## src/rtl/link_watch_pkg.sv

```systemverilog
package link_watch_pkg;

    typedef enum logic [2:0] {
        LW_IDLE,
        LW_SAMPLE,
        LW_GAP,
        LW_STALL_CHK,
        LW_RECOVER,
        LW_PASS,
        LW_FAIL
    } lw_state_e;

endpackage

```

## src/rtl/lw_span_counter.sv

```systemverilog
// Counts enabled cycles from zero; hit flags the last count of a span of LIMIT.
module lw_span_counter #(
    parameter int LIMIT = 4
) (
    input  logic clk,
    input  logic rst_n,
    input  logic clr,
    input  logic en,
    output logic hit
);
    localparam int CW = (LIMIT > 1) ? $clog2(LIMIT) : 1;

    logic [CW-1:0] cnt_q;

    always_ff @(posedge clk) begin
        if (!rst_n || clr) begin
            cnt_q <= '0;
        end else if (en && !hit) begin
            cnt_q <= cnt_q + 1'b1;
        end
    end

    assign hit = (cnt_q == CW'(LIMIT - 1));
endmodule

```

## src/rtl/lw_stall_match.sv

```systemverilog
// Flags the known speed-transition hang: recovery receiver-lock with no valid data.
module lw_stall_match #(
    parameter int ST_W       = 6,
    parameter int STUCK_CODE = 13
) (
    input  logic [ST_W-1:0] ltssm_state,
    input  logic            rx_valid,
    output logic            stuck
);
    localparam logic [ST_W-1:0] STUCK_VAL = ST_W'(STUCK_CODE);

    always_comb begin
        stuck = (ltssm_state == STUCK_VAL) && !rx_valid;
    end
endmodule

```

## src/rtl/lw_ovrd_merge.sv

```systemverilog
// Read-modify-write of the override word: two bits forced, the rest pass through.
module lw_ovrd_merge #(
    parameter int OVRD_W      = 16,
    parameter int DATA_EN_BIT = 5,
    parameter int PLL_EN_BIT  = 3
) (
    input  logic [OVRD_W-1:0] base,
    input  logic              force_on,
    output logic [OVRD_W-1:0] word
);
    for (genvar i = 0; i < OVRD_W; i++) begin : g_bit
        if (i == DATA_EN_BIT || i == PLL_EN_BIT) begin : g_forced
            assign word[i] = force_on;
        end else begin : g_pass
            assign word[i] = base[i];
        end
    end
endmodule

```

## src/rtl/lw_sat_count.sv

```systemverilog
module lw_sat_count #(
    parameter int CNT_W = 8
) (
    input  logic             clk,
    input  logic             rst_n,
    input  logic             inc,
    output logic [CNT_W-1:0] count
);
    localparam logic [CNT_W-1:0] TOP = '1;

    always_ff @(posedge clk) begin
        if (!rst_n) begin
            count <= '0;
        end else if (inc && count != TOP) begin
            count <= count + 1'b1;
        end
    end
endmodule

```

## src/rtl/link_watch.sv

```systemverilog
module link_watch
    import link_watch_pkg::*;
#(
    parameter int POLL_LIMIT  = 500,
    parameter int GAP_CYCLES  = 1250,
    parameter int HOLD_CYCLES = 250000,
    parameter int ST_W        = 6,
    parameter int STUCK_CODE  = 13,
    parameter int OVRD_W      = 16,
    parameter int DATA_EN_BIT = 5,
    parameter int PLL_EN_BIT  = 3,
    parameter int CNT_W       = 8
) (
    input  logic              clk,
    input  logic              rst_n,
    input  logic              eval_req,
    input  logic              link_up,
    input  logic              in_training,
    input  logic [ST_W-1:0]   ltssm_state,
    input  logic              rx_valid,
    input  logic [OVRD_W-1:0] ovrd_base,
    output logic              done,
    output logic              link_ok,
    output logic              stall_evt,
    output logic [CNT_W-1:0]  stall_cnt,
    output logic              rx_data_ovrd,
    output logic              rx_pll_ovrd,
    output logic [OVRD_W-1:0] ovrd_word
);
    localparam int POLL_SPAN = POLL_LIMIT + 1;

    lw_state_e state_q, state_d;
    logic      gap_hit, poll_hit, hold_hit, stuck;
    logic      link_ok_q, stall_evt_q, recovering;

    // Spacing between samples of the training flag.
    lw_span_counter #(.LIMIT(GAP_CYCLES)) u_gap (
        .clk   (clk),
        .rst_n (rst_n),
        .clr   (state_q != LW_GAP),
        .en    (state_q == LW_GAP),
        .hit   (gap_hit)
    );

    // Number of re-samples taken in this evaluation.
    lw_span_counter #(.LIMIT(POLL_SPAN)) u_poll (
        .clk   (clk),
        .rst_n (rst_n),
        .clr   (state_q == LW_IDLE),
        .en    (state_q == LW_SAMPLE && state_d == LW_GAP),
        .hit   (poll_hit)
    );

    // Length of the receiver override pulse.
    lw_span_counter #(.LIMIT(HOLD_CYCLES)) u_hold (
        .clk   (clk),
        .rst_n (rst_n),
        .clr   (state_q != LW_RECOVER),
        .en    (state_q == LW_RECOVER),
        .hit   (hold_hit)
    );

    lw_stall_match #(.ST_W(ST_W), .STUCK_CODE(STUCK_CODE)) u_match (
        .ltssm_state (ltssm_state),
        .rx_valid    (rx_valid),
        .stuck       (stuck)
    );

    lw_ovrd_merge #(
        .OVRD_W      (OVRD_W),
        .DATA_EN_BIT (DATA_EN_BIT),
        .PLL_EN_BIT  (PLL_EN_BIT)
    ) u_merge (
        .base     (ovrd_base),
        .force_on (recovering),
        .word     (ovrd_word)
    );

    lw_sat_count #(.CNT_W(CNT_W)) u_cnt (
        .clk   (clk),
        .rst_n (rst_n),
        .inc   (stall_evt_q),
        .count (stall_cnt)
    );

    // State register.
    always_ff @(posedge clk) begin
        if (!rst_n) begin
            state_q <= LW_IDLE;
        end else begin
            state_q <= state_d;
        end
    end

    // Next-state decision.
    always_comb begin
        state_d = state_q;
        unique case (state_q)
            LW_IDLE: begin
                if (eval_req) state_d = LW_SAMPLE;
            end
            LW_SAMPLE: begin
                if (!link_up)          state_d = LW_STALL_CHK;
                else if (!in_training) state_d = LW_PASS;
                else if (poll_hit)     state_d = LW_STALL_CHK;
                else                   state_d = LW_GAP;
            end
            LW_GAP: begin
                if (gap_hit) state_d = LW_SAMPLE;
            end
            LW_STALL_CHK: begin
                state_d = stuck ? LW_RECOVER : LW_FAIL;
            end
            LW_RECOVER: begin
                if (hold_hit) state_d = LW_FAIL;
            end
            LW_PASS: state_d = LW_IDLE;
            LW_FAIL: state_d = LW_IDLE;
            default: state_d = LW_IDLE;
        endcase
    end

    // Registered outputs: result and stall event.
    always_ff @(posedge clk) begin
        if (!rst_n) begin
            link_ok_q   <= 1'b0;
            stall_evt_q <= 1'b0;
        end else begin
            if (state_d == LW_PASS)      link_ok_q <= 1'b1;
            else if (state_d == LW_FAIL) link_ok_q <= 1'b0;
            stall_evt_q <= (state_q == LW_STALL_CHK) && (state_d == LW_RECOVER);
        end
    end

    // State-decoded outputs.
    always_comb begin
        recovering   = (state_q == LW_RECOVER);
        done         = (state_q == LW_PASS) || (state_q == LW_FAIL);
        link_ok      = link_ok_q;
        stall_evt    = stall_evt_q;
        rx_data_ovrd = recovering;
        rx_pll_ovrd  = recovering;
    end
endmodule

```

## config.mk

```make
export PLATFORM = sky130hd
export DESIGN_NAME = link_watch
export DESIGN_NICKNAME = d
export VERILOG_FILES = /design/src/rtl/link_watch_pkg.sv /design/src/rtl/lw_span_counter.sv /design/src/rtl/lw_stall_match.sv /design/src/rtl/lw_ovrd_merge.sv /design/src/rtl/lw_sat_count.sv /design/src/rtl/link_watch.sv
export SDC_FILE = /design/constraint.sdc
export NUM_CORES = 1
export LEC_CHECK = 0
export BUFFER_PORTS_ARGS = -buffer_cell sky130_fd_sc_hd__clkbuf_2
export CORE_MARGIN = 4
export CORE_UTILIZATION = 41
export CTS_BUF_LIST = sky130_fd_sc_hd__clkbuf_16
export DETAILED_ROUTE_END_ITERATION = 10
export HOLD_SLACK_MARGIN = 0.12
export SYNTH_ARGS = -nofsm -noshare
export SYNTH_HDL_FRONTEND = slang
export SYNTH_SLANG_ARGS = --single-unit
```

## constraint.sdc

```tcl
create_clock -name clk -period 3.4 [get_ports clk]
set_input_delay 0.51 -clock clk [delete_from_list [all_inputs] [get_ports clk]]
set_output_delay 0.51 -clock clk [all_outputs]
set_load 0.01 [all_outputs]
```

==> impl_metrics.env <==
export IMPL_tns_ns=0
export IMPL_antenna_found_initial=0
export IMPL_maxSlewHeadroom=0.533
export IMPL_synth_top_flop_cell="dfxtp_1"
export IMPL_first_pass_iters=4
export IMPL_grt_overflow_total=0
export IMPL_start_kind="flip-flop"
export IMPL_tightest_slew_ns=0.699
export IMPL_status="finished clean"
export IMPL_track_usage=0.138
export IMPL_die_area_sq_um=7860
export IMPL_synth_yosys_seq_area_share=0.383
export IMPL_postCtsSetupBuffers=0
export IMPL_vias=2156
export IMPL_ctsHoldBuffers=0
export IMPL_cts_made_buffers=5
export IMPL_final_util=0.455
export IMPL_drive_above_1_share=0.129
export IMPL_core_sq_um=6350
export IMPL_seq_area_sq_um=1020
export IMPL_yosys_area_top_type_share=0.383
export IMPL_nets=359
export IMPL_die_h_microns=88.6
export IMPL_start_util=0.420
export IMPL_clkTransAtPathRegs_ns=0.07
export IMPL_hpwl_microns=3540
export IMPL_synth_edf_count=0
export IMPL_antennaDiodeCount=0
export IMPL_drt_initial_drc_count=94
export IMPL_grt_pass1_wl_microns=8770
export IMPL_htreeDepth=2
export IMPL_synth_area_leader_cell="dfxtp_1"
export IMPL_synth_warnings=0
export IMPL_critical_path_arrival_ns=1.72
export IMPL_clk_latency_ns=0.29
export IMPL_yosys_register_bits=51
export IMPL_syn_num_nets=351
export IMPL_irDropWorstVdd_mv=0.341
export IMPL_yosysUniqueCellTypes=43
export IMPL_criticalPathCategory="flip-flop to output pin"
export IMPL_grt_pass1_vias=1980
export IMPL_p_leak_nw=0.992
export IMPL_tritoncts="done"
export IMPL_grt_max_degree=22
export IMPL_multi_input_area_sq_um=1420
export IMPL_powerDensity_nw_per_um2=435
export IMPL_routed_wl_microns=4970
export IMPL_area_delta_synth_final_pct=8.31
export IMPL_finalClockSkew_ns=0.00364
export IMPL_rsz0062_at_grt="no"
export IMPL_slew_violations=0
export IMPL_synth_area_top_cells="dfxtp_1 38%, buf_4 5.1%, xnor2_1 4.9%"
export IMPL_cts_sinks=51
export IMPL_cp_end_kind="output pin"
export IMPL_routedWlPerCell_microns=12.3
export IMPL_final_cell_count_no_fill=403
export IMPL_hold_violations=0
export IMPL_postSynth_asyncResetShare=0
export IMPL_setup_violations_final=0
export IMPL_placed_cells=395
export IMPL_antenna_left=0
export IMPL_max_freq_ghz=0.449
export IMPL_synth_avg_cell_area_sq_um=8.41
export IMPL_cts_path_max_buffers=2
export IMPL_drc=0
export IMPL_period_share=0.655
export IMPL_critPathMaxFanout=10
export IMPL_port_buffers=26
export IMPL_avgViaCountPerCell=5.35
export IMPL_min_path_type="flip-flop to flip-flop"
export IMPL_clock_root_buffer="clkbuf_16"
export IMPL_gp_congestion=0.800
export IMPL_die_width_microns=88.6
export IMPL_period_needed_ns=2.23
export IMPL_crit_required_ns=2.89
export IMPL_std_cell_rows=29
export IMPL_synthCells=317
export IMPL_synth_cell_area_sq_um=2670
export IMPL_post_cts_resized=0
export IMPL_io_pins=57
export IMPL_drv_cap=0
export IMPL_fillers=612
[metrics by stage]
step	area, sq um	power (mW)	worst slack (ns)	hold slack (ns)
5_1_grt	2890	1.31	1.07	0.513
3_3_place_gp	2720	0.714	1.31	0.473
6_report	2890	1.26	1.17	0.489
3_5_place_dp	2720	0.714	1.28	0.474
4_1_cts	2890	1.28	1.17	0.478
2_1_floorplan	2670	0.711	1.48	0.452
[cells in the mapped netlist (all sizes together), types with 2 or more instances]
master	number
inv	10
dfxtp	51
nand4b	2
ha	6
o311a	2
or4b	2
xor2	8
nand2	20
nand4	12
and3	8
or3b	2
nor4	5
o211ai	6
or3	12
nor3	7
and4	4
nor3b	2
buf	20
o31ai	2
xnor2	15
and2	9
clkbuf	7
o21ai	25
nor2	22
nand3	21
a21oi	16
nor2b	3
a31o	2
or4	5
[power breakdown]
part,switching (mW),internal [mW]
combinational,0.0468,0.0336
sequential,0.0159,0.605
clock,0.213,0.343
total,0.276,0.982
[registers in the layout (all words and copies together) (netlist names)]
register,cells
stall_evt,1
state_q,3
u_cnt.count,8
u_hold.cnt_q,18
u_poll.cnt_q,9
link_ok,1
u_gap.cnt_q,11
[worst paths after layout]
kind,cells past startpoint,start,end,slack (ns)
max,3,state_q[2],ovrd_word[3],1.17
min,2,u_hold.cnt_q[16],u_hold.cnt_q[16],0.49
max reg2reg,4,state_q[2],u_hold.cnt_q[9],1.28
min reg2reg,2,u_hold.cnt_q[16],u_hold.cnt_q[16],0.49
[kinds of logic (layout without fill, tap and decap cells)]
family	after synthesis	after routing	share of synthesized area
buf+inv	37	46	0.0831
xor+xnor	23	23	0.0756
fa+ha+maj	6	6	0.0282
compound gates	58	58	0.129
flops	51	51	0.383
simple gates	142	142	0.302
[layout by cell type (no fill, tap or decap), types with 2 or more instances in the layout]
cell        n
a21oi_1    16
a31o_2      2
and2_1      9
and3_1      8
and4_1      4
buf_4       2
clkbuf_16   5
clkbuf_2   26
dfxtp_1    51
ha_1        6
inv_1      10
nand2_1    20
nand3_1    21
nand4_1    12
nand4b_1    2
nor2_1     22
nor2b_1     3
nor3_1      7
nor3b_1     2
nor4_1      5
o211ai_1    6
o21ai_0    25
o311a_1     2
o31ai_1     2
or3_1      12
or4_1       4
or4b_2      2
xnor2_1    15
xor2_1      8
[metal layers]
metal	wire, microns	global-route usage
met2	2130	0.209
met3	170	0.0326
met1	2590	0.190
met4	77	0.0536
met5	0	0
[worst max-delay path, stage by stage (launching register included)]
cell      delay [ns]
dfxtp_1         0.48
or3b_1          0.52
inv_1           0.25
clkbuf_2        0.18
[cell type report]
class	count	area share
tap	77	0.0334
clock inverter	3	0.0134
timing repair buffer	28	0.0503
clock buffer	5	0.0433
multi-input combinational	229	0.493
inverter	10	0.0130
sequential	51	0.354
No activity file was read; power rests on OpenSTA's default activity.
